<file path="src/rtl/cfl_pkg.sv">
package cfl_pkg;
  typedef enum logic [1:0] {
    OP_NOP   = 2'b00,
    OP_READ  = 2'b01,
    OP_WRITE = 2'b10,
    OP_RSVD  = 2'b11
  } cfl_op_e;

  localparam logic [4:0] RA_ADDR  = 5'd1;
  localparam logic [4:0] RA_FDATA = 5'd2;
  localparam logic [4:0] RA_CMD   = 5'd3;
  localparam logic [4:0] RA_MASK  = 5'd4;
  localparam logic [4:0] RA_CTRL  = 5'd5;
  localparam logic [4:0] RA_DEVID = 5'd6;

  localparam logic [31:0] CMD_LOAD_CFG = 32'h0000_0001;
  localparam int INHIBIT_BIT = 21;

  localparam int MINOR_W   = 8;
  localparam int COL_W     = 8;
  localparam int ROW_W     = 5;
  localparam int BT_W      = 3;
  localparam int MINOR_LSB = 0;
  localparam int COL_LSB   = MINOR_LSB + MINOR_W;
  localparam int ROW_LSB   = COL_LSB + COL_W;
  localparam int HALF_BIT  = ROW_LSB + ROW_W;
  localparam int BT_LSB    = HALF_BIT + 1;
endpackage

</file>
<file path="src/rtl/cfl_next_addr.sv">
module cfl_next_addr
  import cfl_pkg::*;
#(
  parameter int MINOR_N = 4,
  parameter int COL_N   = 3,
  parameter int ROW_N   = 2,
  parameter int BT_N    = 2
) (
  input  logic [31:0] cur,
  output logic [31:0] nxt,
  output logic        nxt_ok,
  output logic        crosses
);
  localparam logic [MINOR_W-1:0] MINOR_LAST = MINOR_W'(MINOR_N - 1);
  localparam logic [COL_W-1:0]   COL_LAST   = COL_W'(COL_N - 1);
  localparam logic [ROW_W-1:0]   ROW_LAST   = ROW_W'(ROW_N - 1);
  localparam logic [BT_W-1:0]    BT_LAST    = BT_W'(BT_N - 1);

  logic [MINOR_W-1:0] mi, nmi;
  logic [COL_W-1:0]   col, ncol;
  logic [ROW_W-1:0]   row, nrow;
  logic               half, nhalf;
  logic [BT_W-1:0]    bt, nbt;

  always_comb begin
    mi    = cur[MINOR_LSB +: MINOR_W];
    col   = cur[COL_LSB +: COL_W];
    row   = cur[ROW_LSB +: ROW_W];
    half  = cur[HALF_BIT];
    bt    = cur[BT_LSB +: BT_W];
    nmi   = mi + 1'b1;
    ncol  = col;
    nrow  = row;
    nhalf = half;
    nbt   = bt;
    nxt_ok = 1'b1;
    if (mi == MINOR_LAST) begin
      nmi = '0;
      if (col != COL_LAST) ncol = col + 1'b1;
      else begin
        ncol = '0;
        if (row != ROW_LAST) nrow = row + 1'b1;
        else begin
          nrow = '0;
          if (!half) nhalf = 1'b1;
          else begin
            nhalf = 1'b0;
            if (bt != BT_LAST) nbt = bt + 1'b1;
            else nxt_ok = 1'b0;
          end
        end
      end
    end
    nxt = cur;
    nxt[MINOR_LSB +: MINOR_W] = nmi;
    nxt[COL_LSB +: COL_W]     = ncol;
    nxt[ROW_LSB +: ROW_W]     = nrow;
    nxt[HALF_BIT]             = nhalf;
    nxt[BT_LSB +: BT_W]       = nbt;
    crosses = (nbt != bt) || (nhalf != half) || (nrow != row);
  end
endmodule

</file>
<file path="src/rtl/cfl_regs.sv">
module cfl_regs
  import cfl_pkg::*;
#(
  parameter logic [31:0] EXPECTED_ID = 32'h1357_9BDF
) (
  input  logic        clk,
  input  logic        rst_n,
  input  logic        wr_en,
  input  logic [4:0]  wr_reg,
  input  logic [31:0] wr_data,
  input  logic        consume,
  output logic [31:0] far_q,
  output logic        armed_q,
  output logic        bad_q
);
  logic        mask_bit_q, mask_bit_n;
  logic        inhibit_q, inhibit_n;
  logic        cmd_load_q, cmd_load_n;
  logic [31:0] far_n;
  logic        armed_n, bad_n;
  logic        upd;

  always_comb begin
    mask_bit_n = mask_bit_q;
    inhibit_n  = inhibit_q;
    cmd_load_n = cmd_load_q;
    far_n      = far_q;
    bad_n      = bad_q;
    armed_n    = armed_q & ~consume;
    if (wr_en) begin
      unique case (wr_reg)
        RA_MASK: mask_bit_n = wr_data[INHIBIT_BIT];
        RA_CTRL: inhibit_n  = wr_data[INHIBIT_BIT] & mask_bit_q;
        RA_CMD: begin
          cmd_load_n = (wr_data == CMD_LOAD_CFG);
          if (wr_data == CMD_LOAD_CFG) armed_n = 1'b1;
        end
        RA_ADDR: begin
          far_n = wr_data;
          if (cmd_load_q && !inhibit_q) armed_n = 1'b1;
        end
        RA_DEVID: if (wr_data != EXPECTED_ID) bad_n = 1'b1;
        default: ;
      endcase
    end
    upd = wr_en | consume;
  end

  always_ff @(posedge clk or negedge rst_n) begin
    if (!rst_n) begin
      mask_bit_q <= 1'b0;
      inhibit_q  <= 1'b0;
      cmd_load_q <= 1'b0;
      far_q      <= '0;
      armed_q    <= 1'b0;
      bad_q      <= 1'b0;
    end else if (upd) begin
      mask_bit_q <= mask_bit_n;
      inhibit_q  <= inhibit_n;
      cmd_load_q <= cmd_load_n;
      far_q      <= far_n;
      armed_q    <= armed_n;
      bad_q      <= bad_n;
    end
  end
endmodule

</file>
<file path="src/rtl/cfl_frame_writer.sv">
module cfl_frame_writer
  import cfl_pkg::*;
#(
  parameter int WORDS_PER_FRAME = 93,
  parameter int PAD_FRAMES      = 2,
  parameter int MINOR_N         = 4,
  parameter int COL_N           = 3,
  parameter int ROW_N           = 2,
  parameter int BT_N            = 2,
  localparam int IDX_W          = $clog2(WORDS_PER_FRAME)
) (
  input  logic             clk,
  input  logic             rst_n,
  input  logic             beat_valid,
  input  logic             beat_last,
  input  logic             fd_en,
  input  logic [31:0]      data,
  input  logic             armed,
  input  logic [31:0]      far,
  output logic             consume,
  output logic             fw_valid,
  output logic [31:0]      fw_addr,
  output logic [IDX_W-1:0] fw_idx,
  output logic [31:0]      fw_data,
  output logic             fw_frame_done,
  output logic             partial_err
);
  localparam int PAD_WORDS = PAD_FRAMES * WORDS_PER_FRAME;
  localparam int PAD_CW    = $clog2(PAD_WORDS + 1);
  localparam logic [IDX_W-1:0]  LAST_IDX = IDX_W'(WORDS_PER_FRAME - 1);
  localparam logic [PAD_CW-1:0] PAD_LOAD = PAD_CW'(PAD_WORDS);

  logic              in_pkt_q, in_pkt_n;
  logic [31:0]       cur_q, cur_n;
  logic [IDX_W-1:0]  idx_q, idx_n;
  logic [PAD_CW-1:0] pad_q, pad_n;
  logic              stop_q, stop_n;
  logic              perr_n;
  logic              v_n, done_n;
  logic [31:0]       addr_n, wdata_n;
  logic [IDX_W-1:0]  oidx_n;

  logic              first;
  logic [31:0]       base;
  logic [IDX_W-1:0]  idx_e;
  logic [PAD_CW-1:0] pad_e;
  logic              stop_e;
  logic [31:0]       nxt;
  logic              nxt_ok, crosses;

  cfl_next_addr #(
    .MINOR_N(MINOR_N), .COL_N(COL_N), .ROW_N(ROW_N), .BT_N(BT_N)
  ) u_next (
    .cur(base), .nxt(nxt), .nxt_ok(nxt_ok), .crosses(crosses)
  );

  always_comb begin
    first  = ~in_pkt_q;
    base   = (first && armed) ? far : cur_q;
    idx_e  = first ? '0 : idx_q;
    pad_e  = first ? '0 : pad_q;
    stop_e = first ? 1'b0 : stop_q;
    in_pkt_n = beat_valid ? ~beat_last : in_pkt_q;
    cur_n   = cur_q;
    idx_n   = idx_q;
    pad_n   = pad_q;
    stop_n  = stop_q;
    perr_n  = partial_err;
    consume = 1'b0;
    v_n     = 1'b0;
    done_n  = 1'b0;
    addr_n  = fw_addr;
    oidx_n  = fw_idx;
    wdata_n = fw_data;
    if (fd_en) begin
      consume = first & armed;
      cur_n   = base;
      idx_n   = idx_e;
      pad_n   = pad_e;
      stop_n  = stop_e;
      if (stop_e) begin
        stop_n = 1'b1;
      end else if (pad_e != '0) begin
        pad_n = pad_e - 1'b1;
      end else begin
        v_n     = 1'b1;
        addr_n  = base;
        oidx_n  = idx_e;
        wdata_n = data;
        if (idx_e == LAST_IDX) begin
          done_n = 1'b1;
          idx_n  = '0;
          if (nxt_ok) begin
            cur_n = nxt;
            pad_n = crosses ? PAD_LOAD : '0;
          end else begin
            stop_n = 1'b1;
          end
        end else begin
          idx_n = idx_e + 1'b1;
        end
      end
      if (beat_last && !stop_e && (pad_e == '0) && (idx_e != LAST_IDX))
        perr_n = 1'b1;
    end
  end

  always_ff @(posedge clk or negedge rst_n) begin
    if (!rst_n) begin
      in_pkt_q      <= 1'b0;
      cur_q         <= '0;
      idx_q         <= '0;
      pad_q         <= '0;
      stop_q        <= 1'b0;
      partial_err   <= 1'b0;
      fw_valid      <= 1'b0;
      fw_frame_done <= 1'b0;
      fw_addr       <= '0;
      fw_idx        <= '0;
      fw_data       <= '0;
    end else begin
      fw_valid      <= v_n;
      fw_frame_done <= done_n;
      if (beat_valid) in_pkt_q <= in_pkt_n;
      if (fd_en) begin
        cur_q       <= cur_n;
        idx_q       <= idx_n;
        pad_q       <= pad_n;
        stop_q      <= stop_n;
        partial_err <= perr_n;
      end
      if (v_n) begin
        fw_addr <= addr_n;
        fw_idx  <= oidx_n;
        fw_data <= wdata_n;
      end
    end
  end
endmodule

</file>
<file path="src/rtl/cfl_frame_loader.sv">
module cfl_frame_loader
  import cfl_pkg::*;
#(
  parameter int          WORDS_PER_FRAME = 93,
  parameter int          PAD_FRAMES      = 2,
  parameter int          MINOR_N         = 4,
  parameter int          COL_N           = 3,
  parameter int          ROW_N           = 2,
  parameter int          BT_N            = 2,
  parameter logic [31:0] EXPECTED_ID     = 32'h1357_9BDF
) (
  input  logic                               clk,
  input  logic                               rst_n,
  input  logic                               pkt_valid,
  input  logic [1:0]                         pkt_op,
  input  logic [4:0]                         pkt_reg,
  input  logic [31:0]                        pkt_data,
  input  logic                               pkt_last,
  input  logic                               pkt_nodata,
  output logic                               fw_valid,
  output logic [31:0]                        fw_addr,
  output logic [$clog2(WORDS_PER_FRAME)-1:0] fw_idx,
  output logic [31:0]                        fw_data,
  output logic                               fw_frame_done,
  output logic                               stream_bad,
  output logic                               partial_err
);
  logic [1:0]  rst_sync;
  logic        rst_i;
  logic        wr_en, fd_en, consume, armed;
  logic [31:0] far;

  always_ff @(posedge clk or negedge rst_n) begin
    if (!rst_n) rst_sync <= 2'b00;
    else        rst_sync <= {rst_sync[0], 1'b1};
  end
  assign rst_i = rst_sync[1];

  assign wr_en = pkt_valid && (pkt_op == OP_WRITE) && !pkt_nodata;
  assign fd_en = wr_en && (pkt_reg == RA_FDATA);

  cfl_regs #(.EXPECTED_ID(EXPECTED_ID)) u_regs (
    .clk(clk), .rst_n(rst_i), .wr_en(wr_en), .wr_reg(pkt_reg),
    .wr_data(pkt_data), .consume(consume), .far_q(far),
    .armed_q(armed), .bad_q(stream_bad)
  );

  cfl_frame_writer #(
    .WORDS_PER_FRAME(WORDS_PER_FRAME), .PAD_FRAMES(PAD_FRAMES),
    .MINOR_N(MINOR_N), .COL_N(COL_N), .ROW_N(ROW_N), .BT_N(BT_N)
  ) u_writer (
    .clk(clk), .rst_n(rst_i), .beat_valid(pkt_valid), .beat_last(pkt_last),
    .fd_en(fd_en), .data(pkt_data), .armed(armed), .far(far),
    .consume(consume), .fw_valid(fw_valid), .fw_addr(fw_addr),
    .fw_idx(fw_idx), .fw_data(fw_data), .fw_frame_done(fw_frame_done),
    .partial_err(partial_err)
  );
endmodule

</file>
<file path="config.mk">
export PLATFORM = sky130hd
export DESIGN_NAME = cfl_frame_loader
export DESIGN_NICKNAME = d
export VERILOG_FILES = /design/src/rtl/cfl_pkg.sv /design/src/rtl/cfl_next_addr.sv /design/src/rtl/cfl_regs.sv /design/src/rtl/cfl_frame_writer.sv /design/src/rtl/cfl_frame_loader.sv
export SDC_FILE = /design/constraint.sdc
export NUM_CORES = 1
export LEC_CHECK = 0
export ABC_AREA = 1
export ABC_CLOCK_PERIOD_IN_PS = 6900
export CORE_ASPECT_RATIO = 0.6
export CORE_UTILIZATION = 40
export CTS_CLUSTER_SIZE = 25
export DETAILED_ROUTE_END_ITERATION = 7
export PLACE_DENSITY = 0.6
export SLEW_MARGIN = 20
export SYNTH_ARGS = -nofsm -noshare
export SYNTH_HDL_FRONTEND = slang
export SYNTH_SLANG_ARGS = --single-unit
</file>
<file path="constraint.sdc">
create_clock -name clk -period 6.9 [get_ports clk]
set_input_delay 0.69 -clock clk [delete_from_list [all_inputs] [get_ports clk]]
set_output_delay 0.69 -clock clk [all_outputs]
set_load 0.1 [all_outputs]
</file>
# [Word-level counts from Yosys, hierarchy flattened]
# Cells that the tools add are included.
[totals] regBits=162 latchBits=0 mem_bits_rw=0 rom_bits=0 inputBits=44 output_inout_bits=75 wordCells=125 mem_count=0
[classes] add_sub_neg=6 multipliers=0 div_mod_pow=0 order_cmp=0 n_eq_ne=18 n_shift=0 n_mux=52 n_bitwise=9 reduce_logical=22
[ops] operator="$mux W25" n=4
[ops] operator="$mux W8" n=9
[ops] operator="$eq A32 B1 Y1 const B" n=1
[ops] operator="$mux W32" n=1
[ops] operator="$ne A32 B29 Y1 const B" n=1
[ops] operator="$mux W7" n=4
[ops] operator="$mux W1" n=25
[ops] operator="$add A8 B1 Y8 const B" n=2
[ops] operator="$eq A5 B3 Y1 const B" n=3
[ops] operator="$mux W3" n=5
[ops] operator="$mux W5" n=3
[ops] operator="$reduce_and A3 Y1" n=4
[ops] operator="$eq A5 B2 Y1 const B" n=2
[ops] operator="$eq A8 B2 Y1 const B" n=1
[ops] operator="$logic_and A1 B1 Y1" n=8
[ops] operator="$logic_not A8 Y1" n=1
[ops] operator="$ne A8 B2 Y1 const B" n=1
[ops] operator="$reduce_and A4 Y1" n=2
[ops] operator="$reduce_bool A8 Y1" n=1
[ops] operator="$sub A8 B1 Y8 const B" n=1
[ops] operator="$add A7 B1 Y7 const B" n=1
[ops] operator="$eq A7 B7 Y1 const B" n=1
[ops] operator="$ne A7 B7 Y1 const B" n=1
[ops] operator="$add A5 B1 Y5 const B" n=1
[ops] operator="15 further kinds" n=24

# [Longest topological paths before layout]
# Gate-level depths: netlist of the first run.
[logic_depth] word_depth=17 depth_mapped=20 depth_no_buf=18

# [By module]
# Synthesis of the first run repeated with hierarchy kept, for this count alone.
[unflattened] hier_cells=1099 hier_area_um2=8501.9
[modules_own_cells] mod="cfl_frame_writer" n_inst=1 cells_each=732 area_each_um2=5854.4 seq_area_each_um2=3078.0
[modules_own_cells] mod="cfl_regs" n_inst=1 cells_each=217 area_each_um2=1786.7 seq_area_each_um2=925.9
[modules_own_cells] mod="cfl_next_addr" n_inst=1 cells_each=138 area_each_um2=770.7 seq_area_each_um2=0.0
[modules_own_cells] mod="cfl_frame_loader" n_inst=1 cells_each=12 area_each_um2=90.1 seq_area_each_um2=50.0

# [Worst setup path after synthesis of the first run]
# OpenSTA, ideal clock, no wires.
[synth_path] path_type="reg2reg" startpoint="register u_writer.in_pkt_q" endpoint="register u_writer.pad_q[7]" setup_time_ns=0.133 t_arrival_ns=2.325 required_time_ns=6.767 path_slack_ns=4.442 path_stages_with_launch=18 n_path_buf=2 period_less_slack_ns=2.458 cell_sequence="dfrtp_1 > inv_2 > nand2_4 > buf_4 > buf_4 > o21ai_1 > ha_1 > inv_1 > nor2_1 > nand2_1 > nor2_4 > nand2_4 > nor2_4 > nor2_1 > nand2_1 > nand2_1 > nand2_1 > a21boi_1"
[synth_between] elab_chain_len=17 word_cells_on_any_way=42 classes_between="add/sub (3); eq/ne (8); mux (26); bitwise (1); reduce/logical (4)"
[synth_lines] element="start: declaration" line="cfl_frame_writer.sv:33" rtl="logic in_pkt_q, in_pkt_n;"
[synth_lines] element="start signal: assignment" line="cfl_frame_writer.sv:124" rtl="if (beat_valid) in_pkt_q <= in_pkt_n;"
[synth_lines] element="$not A1 Y1" line="cfl_frame_writer.sv:58" rtl="first = ~in_pkt_q;"
[synth_lines] element="$logic_and A1 B1 Y1" line="cfl_frame_writer.sv:59" rtl="base = (first && armed) ? far : cur_q;"
[synth_lines] element="$mux W32" line="cfl_frame_writer.sv:59"
[synth_lines] element="$add A3 B1 Y3 or $ne A3 B1 Y1 (tied branches)" line="cfl_next_addr.sv:48" rtl="if (bt != BT_LAST) nbt = bt + 1'b1;"
[synth_lines] element="$mux W3" line="cfl_next_addr.sv:48"
[synth_lines] element="$mux W3" line="cfl_next_addr.sv:45" rtl="if (!half) nhalf = 1'b1;"
[synth_lines] element="$mux W3" line="cfl_next_addr.sv:42" rtl="if (row != ROW_LAST) nrow = row + 1'b1;"
[synth_lines] element="$mux W3" line="cfl_next_addr.sv:39" rtl="if (col != COL_LAST) ncol = col + 1'b1;"
[synth_lines] element="$mux W3" line="cfl_next_addr.sv:37" rtl="if (mi == MINOR_LAST) begin"
[synth_lines] element="$ne A3 B3 Y1" line="cfl_next_addr.sv:60" rtl="crosses = (nbt != bt) || (nhalf != half) || (nrow != row);"
[synth_lines] element="$logic_or A1 B1 Y1 (2 in a row)" line="cfl_next_addr.sv:60"
[synth_lines] element="$mux W8" line="cfl_frame_writer.sv:95" rtl="pad_n = crosses ? PAD_LOAD : '0;"
[synth_lines] element="$mux W8" line="cfl_frame_writer.sv:93" rtl="if (nxt_ok) begin"
[synth_lines] element="$mux W8" line="cfl_frame_writer.sv:90" rtl="if (idx_e == LAST_IDX) begin"
[synth_lines] element="$mux W8" line="cfl_frame_writer.sv:83" rtl="end else if (pad_e != '0) begin"
[synth_lines] element="$mux W8 *" line="cfl_frame_writer.sv:81" rtl="if (stop_e) begin"
[synth_lines] element="end signal: assignment" line="cfl_frame_writer.sv:128" rtl="pad_q <= pad_n;"
[synth_lines] element="end: declaration" line="cfl_frame_writer.sv:36" rtl="logic [PAD_CW-1:0] pad_q, pad_n;"
# Every way passes the cells marked *; elsewhere a longest branch is shown, timed or not.
# A chain may end at the register's enable or synchronous reset.

# [Worst setup path in the final report of the first run]
[layout_path] startpoint="register u_regs.armed_q" endpoint="register u_writer.cur_q[12]"
[layout_between] word_cells_on_any_way=18 classes_between="add/sub (1); eq/ne (4); mux (12); reduce/logical (1)"
[layout_lines] element="start: declaration" line="cfl_regs.sv:13" rtl="output logic armed_q,"
[layout_lines] element="start signal: assignment" line="cfl_regs.sv:62" rtl="armed_q <= armed_n;"
[layout_lines] element="$logic_and A1 B1 Y1 *" line="cfl_frame_writer.sv:59"
[layout_lines] element="$mux W32 *" line="cfl_frame_writer.sv:59"
[layout_lines] element="via u_writer.base[0]" line="cfl_frame_writer.sv:44" rtl="logic [31:0] base;"
[layout_lines] element="$eq A8 B2 Y1 *" line="cfl_next_addr.sv:37"
[layout_lines] element="$mux W8 or $mux W1 (tied branches)" line="cfl_next_addr.sv:37"
[layout_lines] element="$mux W25 *" line="cfl_frame_writer.sv:93"
[layout_lines] element="$mux W25 *" line="cfl_frame_writer.sv:90"
[layout_lines] element="$mux W25 *" line="cfl_frame_writer.sv:83"
[layout_lines] element="$mux W25 *" line="cfl_frame_writer.sv:81"
[layout_lines] element="end signal: assignment" line="cfl_frame_writer.sv:126" rtl="cur_q <= cur_n;"
[layout_lines] element="end: declaration" line="cfl_frame_writer.sv:34" rtl="logic [31:0] cur_q, cur_n;"
# The timed path passes the listed nets; every way through them passes the cells marked *.

==> metrics.cfg, run 1 <==
[route]
routed_via_density=5.01
num_vias=6910
wl_per_cell_um=15.1
wl_mm=20.9
ant_nets=0
dr.pass1.iters=5
drc=0
drtIter0Drc=566

[cts]
ctsResizeCount=0
tritoncts=built
cts-htree-levels=4
root_buffer=clkbuf_16
cts.sinks=162
clk_latency_ps=430
postCtsHoldBufs=0
clk_pin_slew_ps=60
cts_setup_buffers=0
clockBufferDepth=2
cts_inserted_buffers=17

[floorplan]
initial_core_util_pct=41.7
die_y_um=112
num_io_pins=119
die_w_um=185
coreArea_um2=19400
die_area_um2=20800
num_rows=39

[job]
max_cap_violations=0

[hold_path]
hp-start=rst_sync[0]$_DFF_PN0_
hold_path_depth=0
hold_class=flop to flop
hold_end=rst_sync[1]$_DFF_PN0_

[timing]
fmax_mhz=290
worst_pin_slew_ps=995
rsz0062_at_grt=false
relSlewSlack_pct=33.5
fin_skew_ps=8.47
setup_viol=0
hold_violations=0
fin_tns_setup_ps=0
drv_slew=0
period_share_pct=50.0
finalCriticalPeriod_ps=3450

[placed_design]
portBuffers=118
dp.cells=1348
gp_congestion=0.846
dpl.hpwl_mm=14.9

[setup_path]
rr_worst_depth=15
cpLargestDelayFamily=simple AND/OR/NAND/NOR gates
cpPeakStageDelay_ps=630
r2r_setup_slack_ps=3450
cp_num_buf_inv=3
cp_common_cell=nand2_4
worstPathCellList=nand2_4 > nand2_1 > o21ai_0 > inv_2 > ha_1 > inv_1 > nor2_1 > nand2_1 > nor2_4 > nand2_4 > nor2_4 > inv_2 > nand2_4 > nand2_2 > o211ai_2
worst_path_max_delay_cell=dfrtp_1
startpoint_type=flop
regToRegEndpoint=u_writer.cur_q[12]$_DFFE_PN0P_
critPathCaptureType=flop
cp_max_fo=46
worst_ep_required_time_ps=7250
arrival_ps=3800
worstSetupPathType=flop to flop
r2r_start=u_regs.armed_q$_DFFE_PN0N_

[synthesis]
ys_seq_area_share_pct=50.2
yosys.area.top_type=dfrtp_1
post-synth-top-count-cell=nand2_1
synthDominantCellAreaShare_pct=50.2
synth_top_cells_by_count=nand2_1, dfrtp_1, o21ai_0
synth_ff_type=dfrtp_1
synth_cell_types=50
synth_cells=996
async_flop_share_pct=100
avgSynthCellArea_um2=8.10
synth_edf_count=0
syn_area_um2=8070
synth.area.top_cells=dfrtp_1, nand2_1, o21ai_0, inv_1, nand3_1
yosys_warnings=0
synth-seq-cells=162
synth_fp_nets=1050

[outcome]
status=completed

[grt]
grt_pass1_wl_mm=34.6
track_usage_pct=21.5
met2_usage_pct=29.5
grt_max_degree=75
grt-busiest-layer=met1
grt_pass1_vias=6605
grtUsageMet1_pct=34.2
use_met3_pct=4.28
grt_overflow_total=0
grt_antenna_before_repair=0

[power_and_ir_drop]
vdd_ir_drop_max_uv=175
cellPowerDensity_nw_per_um2=231
p_leak_uw=0.00483

[final_layout]
area_growth_pct=25.0
drive_above_1_share_pct=7.72
final_cells=1380
nNetsFinal=1155
fill_cells=1842
diodes=0

==> cells in the final DEF (no fill, tap or decap), drive strengths merged, types with 3 or more instances in the layout <==
master         synthesis  layout
clkdlybuf4s50          0     118
nor2                  68      68
bufinv                 0       3
o31ai                  3       3
nor4                   9       9
o21ai                151     151
inv                  118     119
nor3                  10      10
xor2                   4       4
buf                   17       7
clkbuf                22      21
dfrtp                162     162
clkinv                 1       6
a21oi                 26      26
o211ai                 9       9
nand4                 17      17
mux2i                  7       7
nand2                282     282
nand3                 49      49
ha                    10      10
xnor2                  4       4
nand3b                 5       5
==> final cells by class <==
type | count | area (um2) | area share (%)
sequential | 162 | 4060 | 40.2
timing repair buffer | 125 | 1230 | 12.2
clock inverter | 11 | 150 | 1.49
tap | 266 | 333 | 3.30
multi-input combinational | 676 | 3380 | 33.5
inverter | 119 | 449 | 4.45
clock buffer | 21 | 480 | 4.76
==> power by group <==
group	total, uW	switching, uW	internal [uW]
clock	1000	392	610
sequential	1010	26.6	984
combinational	313	224	89.1
total	2330	643	1680
==> sequential cells by signal, indices dropped and copies added (netlist names) <==
signal                  flops
u_writer.fw_addr           32
u_regs.far_q               32
u_regs.bad_q                1
u_writer.pad_q              8
rst_sync                    2
u_writer.in_pkt_q           1
u_writer.partial_err        1
u_writer.stop_q             1
u_regs.cmd_load_q           1
u_writer.idx_q              7
u_writer.fw_frame_done      1
u_regs.armed_q              1
u_writer.cur_q             32
u_regs.mask_bit_q           1
u_writer.fw_valid           1
u_regs.inhibit_q            1
u_writer.fw_data           32
u_writer.fw_idx             7
==> cell families after synthesis <==
group | count (synthesis) | share of synthesized area, %
buffers and inverters | 158 | 7.92
multiplexers | 8 | 1.01
XOR/XNOR | 8 | 0.868
AO/OA/AOI/OAI | 205 | 14.1
adder cells (fa/ha/maj) | 10 | 1.55
other | 1 | 0.0465
flip-flops | 162 | 50.2
AND/OR/NAND/NOR | 444 | 24.3
==> worst max-delay path by stage <==
stage / slack [ps] / cells after the start / from / endpoint
finish: 3450 / 15 / u_regs.armed_q$_DFFE_PN0N_ / u_writer.cur_q[12]$_DFFE_PN0P_
global route: 3110 / 16 / u_regs.armed_q$_DFFE_PN0N_ / u_writer.pad_q[7]$_DFFE_PN0P_
CTS: 3500 / 15 / u_regs.armed_q$_DFFE_PN0N_ / u_writer.cur_q[12]$_DFFE_PN0P_
detailed placement: 3220 / 8 / pkt_valid / u_writer.fw_data[1]$_DFFE_PN0P_
global placement: 3310 / 8 / pkt_valid / u_writer.fw_addr[26]$_DFFE_PN0P_
floorplan: 2050 / 0 / rst_sync[1]$_DFF_PN0_ / u_regs.armed_q$_DFFE_PN0N_
==> layer usage <==
metal	share of wire, %	routed length [um]
met1	53	11100
met2	41	8620
met3	5.0	1050
met4	0.80	167
met5	0	0
==> per-stage QoR <==
| step | area (um2) | setup WS (ps) | total power [uW] | hold WS (ps) | utilization (%) |
|---|---|---|---|---|---|
| final | 10100 | 3450 | 2330 | 354 | 52.1 |
| after global routing | 10100 | 3110 | 2420 | 368 | 52.1 |
| after CTS | 10100 | 3500 | 2350 | 360 | 52.1 |
| after detailed placement | 9460 | 3220 | 1340 | 344 | 48.8 |
| after global placement | 9460 | 3310 | 1340 | 336 | 48.8 |
| after floorplan | 8070 | 2050 | 1240 | 331 | - |
No activity file was read; power rests on OpenSTA's default activity.
==> run 2: changes to the inputs <==
Settings changed: ABC_CLOCK_PERIOD_IN_PS 6900 to 3000, PLACE_DENSITY 0.6 to 0.62.
Clock period 6.9 ns to 3 ns, I/O delays scaled along.
==> run 2 against run 1 <==
Sequential share of layout area barely moved. Critical path type unchanged. Critical path depth shrank 1. Clock skew shrank 0.76 ps.
==> metrics.cfg, run 2 (same netlist as run 1, synthesis figures left out) <==
[outcome]
status=completed

[power_and_ir_drop]
p_leak_uw=0.00508  ; +5.2%
cellPowerDensity_nw_per_um2=531  ; +130%
vdd_ir_drop_max_uv=446  ; +150%
p_total_uw=5360  ; +130%

[cts]
clockBufferDepth=2  ; unchanged
cts_setup_buffers=0  ; unchanged
cts_inserted_buffers=17  ; unchanged
clk_pin_slew_ps=60  ; about the same
postCtsHoldBufs=0  ; unchanged
cts-htree-levels=4  ; unchanged
clk_latency_ps=430  ; about the same
root_buffer=clkbuf_16
ctsResizeCount=0  ; unchanged
tritoncts=built
cts.sinks=162  ; unchanged

[grt]
met2_usage_pct=30.8  ; +1.2 points
grt_antenna_before_repair=0  ; unchanged
grt_pass1_vias=6654  ; +0.74%
grt_max_degree=85  ; +13%
use_met3_pct=5.26  ; +0.97 points
grt-busiest-layer=met1
track_usage_pct=22.4  ; +0.89 points
grtUsageMet1_pct=34.8  ; +0.62 points
grt_overflow_total=0  ; unchanged
grt_pass1_wl_mm=35.9  ; +3.8%

[setup_path]
rr_worst_depth=14  ; -1
cp_common_cell=nand2_1
cp_max_fo=23  ; -50%
arrival_ps=3020  ; -780 ps
r2r_setup_slack_ps=300  ; -3150 ps
worst_ep_required_time_ps=3320  ; -3930 ps
worstSetupPathType=flop to flop
startpoint_type=flop
regToRegEndpoint=u_writer.cur_q[18]$_DFFE_PN0P_
r2r_start=u_writer.in_pkt_q$_DFFE_PN0P_
cpPeakStageDelay_ps=390  ; -240 ps
worst_path_max_delay_cell=dfrtp_1
critPathCaptureType=flop
worstPathCellList=buf_4 > nand2_1 > ha_1 > nand4_1 > nor2_4 > nand3_2 > nor2_4 > inv_2 > nor2_2 > nand2_1 > nand2_1 > nand3_1 > nand2_1 > inv_1

[final_layout]
area_growth_pct=24.9  ; about the same
fill_cells=1899  ; +3.1%
diodes=0  ; unchanged
nNetsFinal=1175  ; +1.7%
drive_above_1_share_pct=15.6  ; +7.9 points
layout_commonest_cell=nand2_1
final_cell_mix=nand2_1, dfrtp_1, o21ai_0, inv_1, buf_4

[hold_path]
hold_class=primary input to asynchronous set/reset pin

[job]
max_cap_violations=0  ; unchanged

[route]
drtIter0Drc=588  ; +3.9%
wl_mm=21.8  ; +4.3%
drc=0  ; unchanged
routed_via_density=5.05  ; +0.84%
wl_per_cell_um=15.6  ; +2.8%
num_vias=7069  ; +2.3%
dr.pass1.iters=7  ; +2
ant_nets=0  ; unchanged

[placed_design]
portBuffers=118  ; unchanged
gp_congestion=0.905  ; +6.9%
dpl.hpwl_mm=16.1  ; +7.9%

[timing]
fin_tns_setup_ps=0  ; unchanged
worst_pin_slew_ps=962  ; -32.6 ps
hold_violations=0  ; unchanged
setup_viol=0  ; unchanged
finalCriticalPeriod_ps=2700  ; -749 ps
period_share_pct=90.0  ; +40 points
fin_skew_ps=7.71  ; -0.761 ps
fmax_mhz=370  ; +28%
relSlewSlack_pct=35.7  ; +2.2 points
rsz0062_at_grt=false
drv_slew=0  ; unchanged

[floorplan]
die_w_um=185  ; unchanged
die_area_um2=20800  ; unchanged
initial_core_util_pct=41.7  ; unchanged
num_io_pins=119  ; unchanged
die_y_um=112  ; unchanged
num_rows=39  ; unchanged
coreArea_um2=19400  ; unchanged

## run 2: cell count changes in the layout (fill, tap and decap cells not counted), sizes merged
cell and delta:
clkinv -2, clkdlybuf4s50 -73, buf +93, inv +2
## run 2: worst max-delay path by stage
stage	from	endpoint	depth (start not counted)
floorplan	rst_sync[1]$_DFF_PN0_	u_regs.armed_q$_DFFE_PN0N_	0
global placement	u_writer.in_pkt_q$_DFFE_PN0P_	u_writer.cur_q[21]$_DFFE_PN0P_	13
detailed placement	u_writer.in_pkt_q$_DFFE_PN0P_	u_writer.cur_q[11]$_DFFE_PN0P_	16
CTS	u_writer.in_pkt_q$_DFFE_PN0P_	u_writer.cur_q[11]$_DFFE_PN0P_	16
global route	u_writer.in_pkt_q$_DFFE_PN0P_	u_writer.cur_q[18]$_DFFE_PN0P_	14
finish	u_writer.in_pkt_q$_DFFE_PN0P_	u_writer.cur_q[18]$_DFFE_PN0P_	14
## run 2: where the power goes
part / internal (uW) / switching, uW
Combinational: 211 / 530
Clock: 1360 / 937
Sequential: 2260 / 55.1
## run 2: final cells by class
| cell class | count | area [um2] | share of cell area, % |
|---|---|---|---|
| inverters | 119 | 449 | 4.45 |
| clock buffers | 21 | 460 | 4.57 |
| repair buffers | 145 | 1250 | 12.4 |
| flip-flops and latches | 162 | 4060 | 40.2 |
| multi-input cells | 676 | 3380 | 33.5 |
| well taps | 266 | 333 | 3.30 |
| clock inverters | 11 | 150 | 1.49 |
## run 2: worst max-delay path, delay by kind of cell, from the launching register on
| family | cells | cell delay, ps |
|---|---|---|
| flip-flops | 1 | 390 |
| AND/OR/NAND/NOR | 10 | 1630 |
| adder cells (fa/ha/maj) | 1 | 180 |
| buffers and inverters | 3 | 380 |
## run 2: layer usage
| metal | vias to the layer above | part of all wire [%] |
|---|---|---|
| li1 | 3500 | - |
| met1 | 3338 | 52 |
| met2 | 215 | 41 |
| met3 | 16 | 6.0 |
| met4 | 0 | 1.1 |
| met5 | - | 0 |
## run 2: per-stage QoR
stage | hold WS (ps) | area [um2] | util [%] | setup WS (ps) | cells
6_report | 29.8 | 10100 | 52.1 | 300 | 1400
3_3_place_gp | 241 | 9460 | 48.8 | 403 | 1366
4_1_cts | 16.1 | 10100 | 52.0 | 312 | 1398
3_5_place_dp | 242 | 9460 | 48.8 | 329 | 1366
5_1_grt | 18.4 | 10100 | 52.1 | 66.0 | 1400
2_1_floorplan | 4.41 | 8070 | - | 319 | 996
==> run 3: changes to the inputs <==
Settings changed: CTS_CLUSTER_DIAMETER from default to 120.
==> results of run 3 <==
Same layout as run 2: the final DEF is identical, and so are final timing and power.
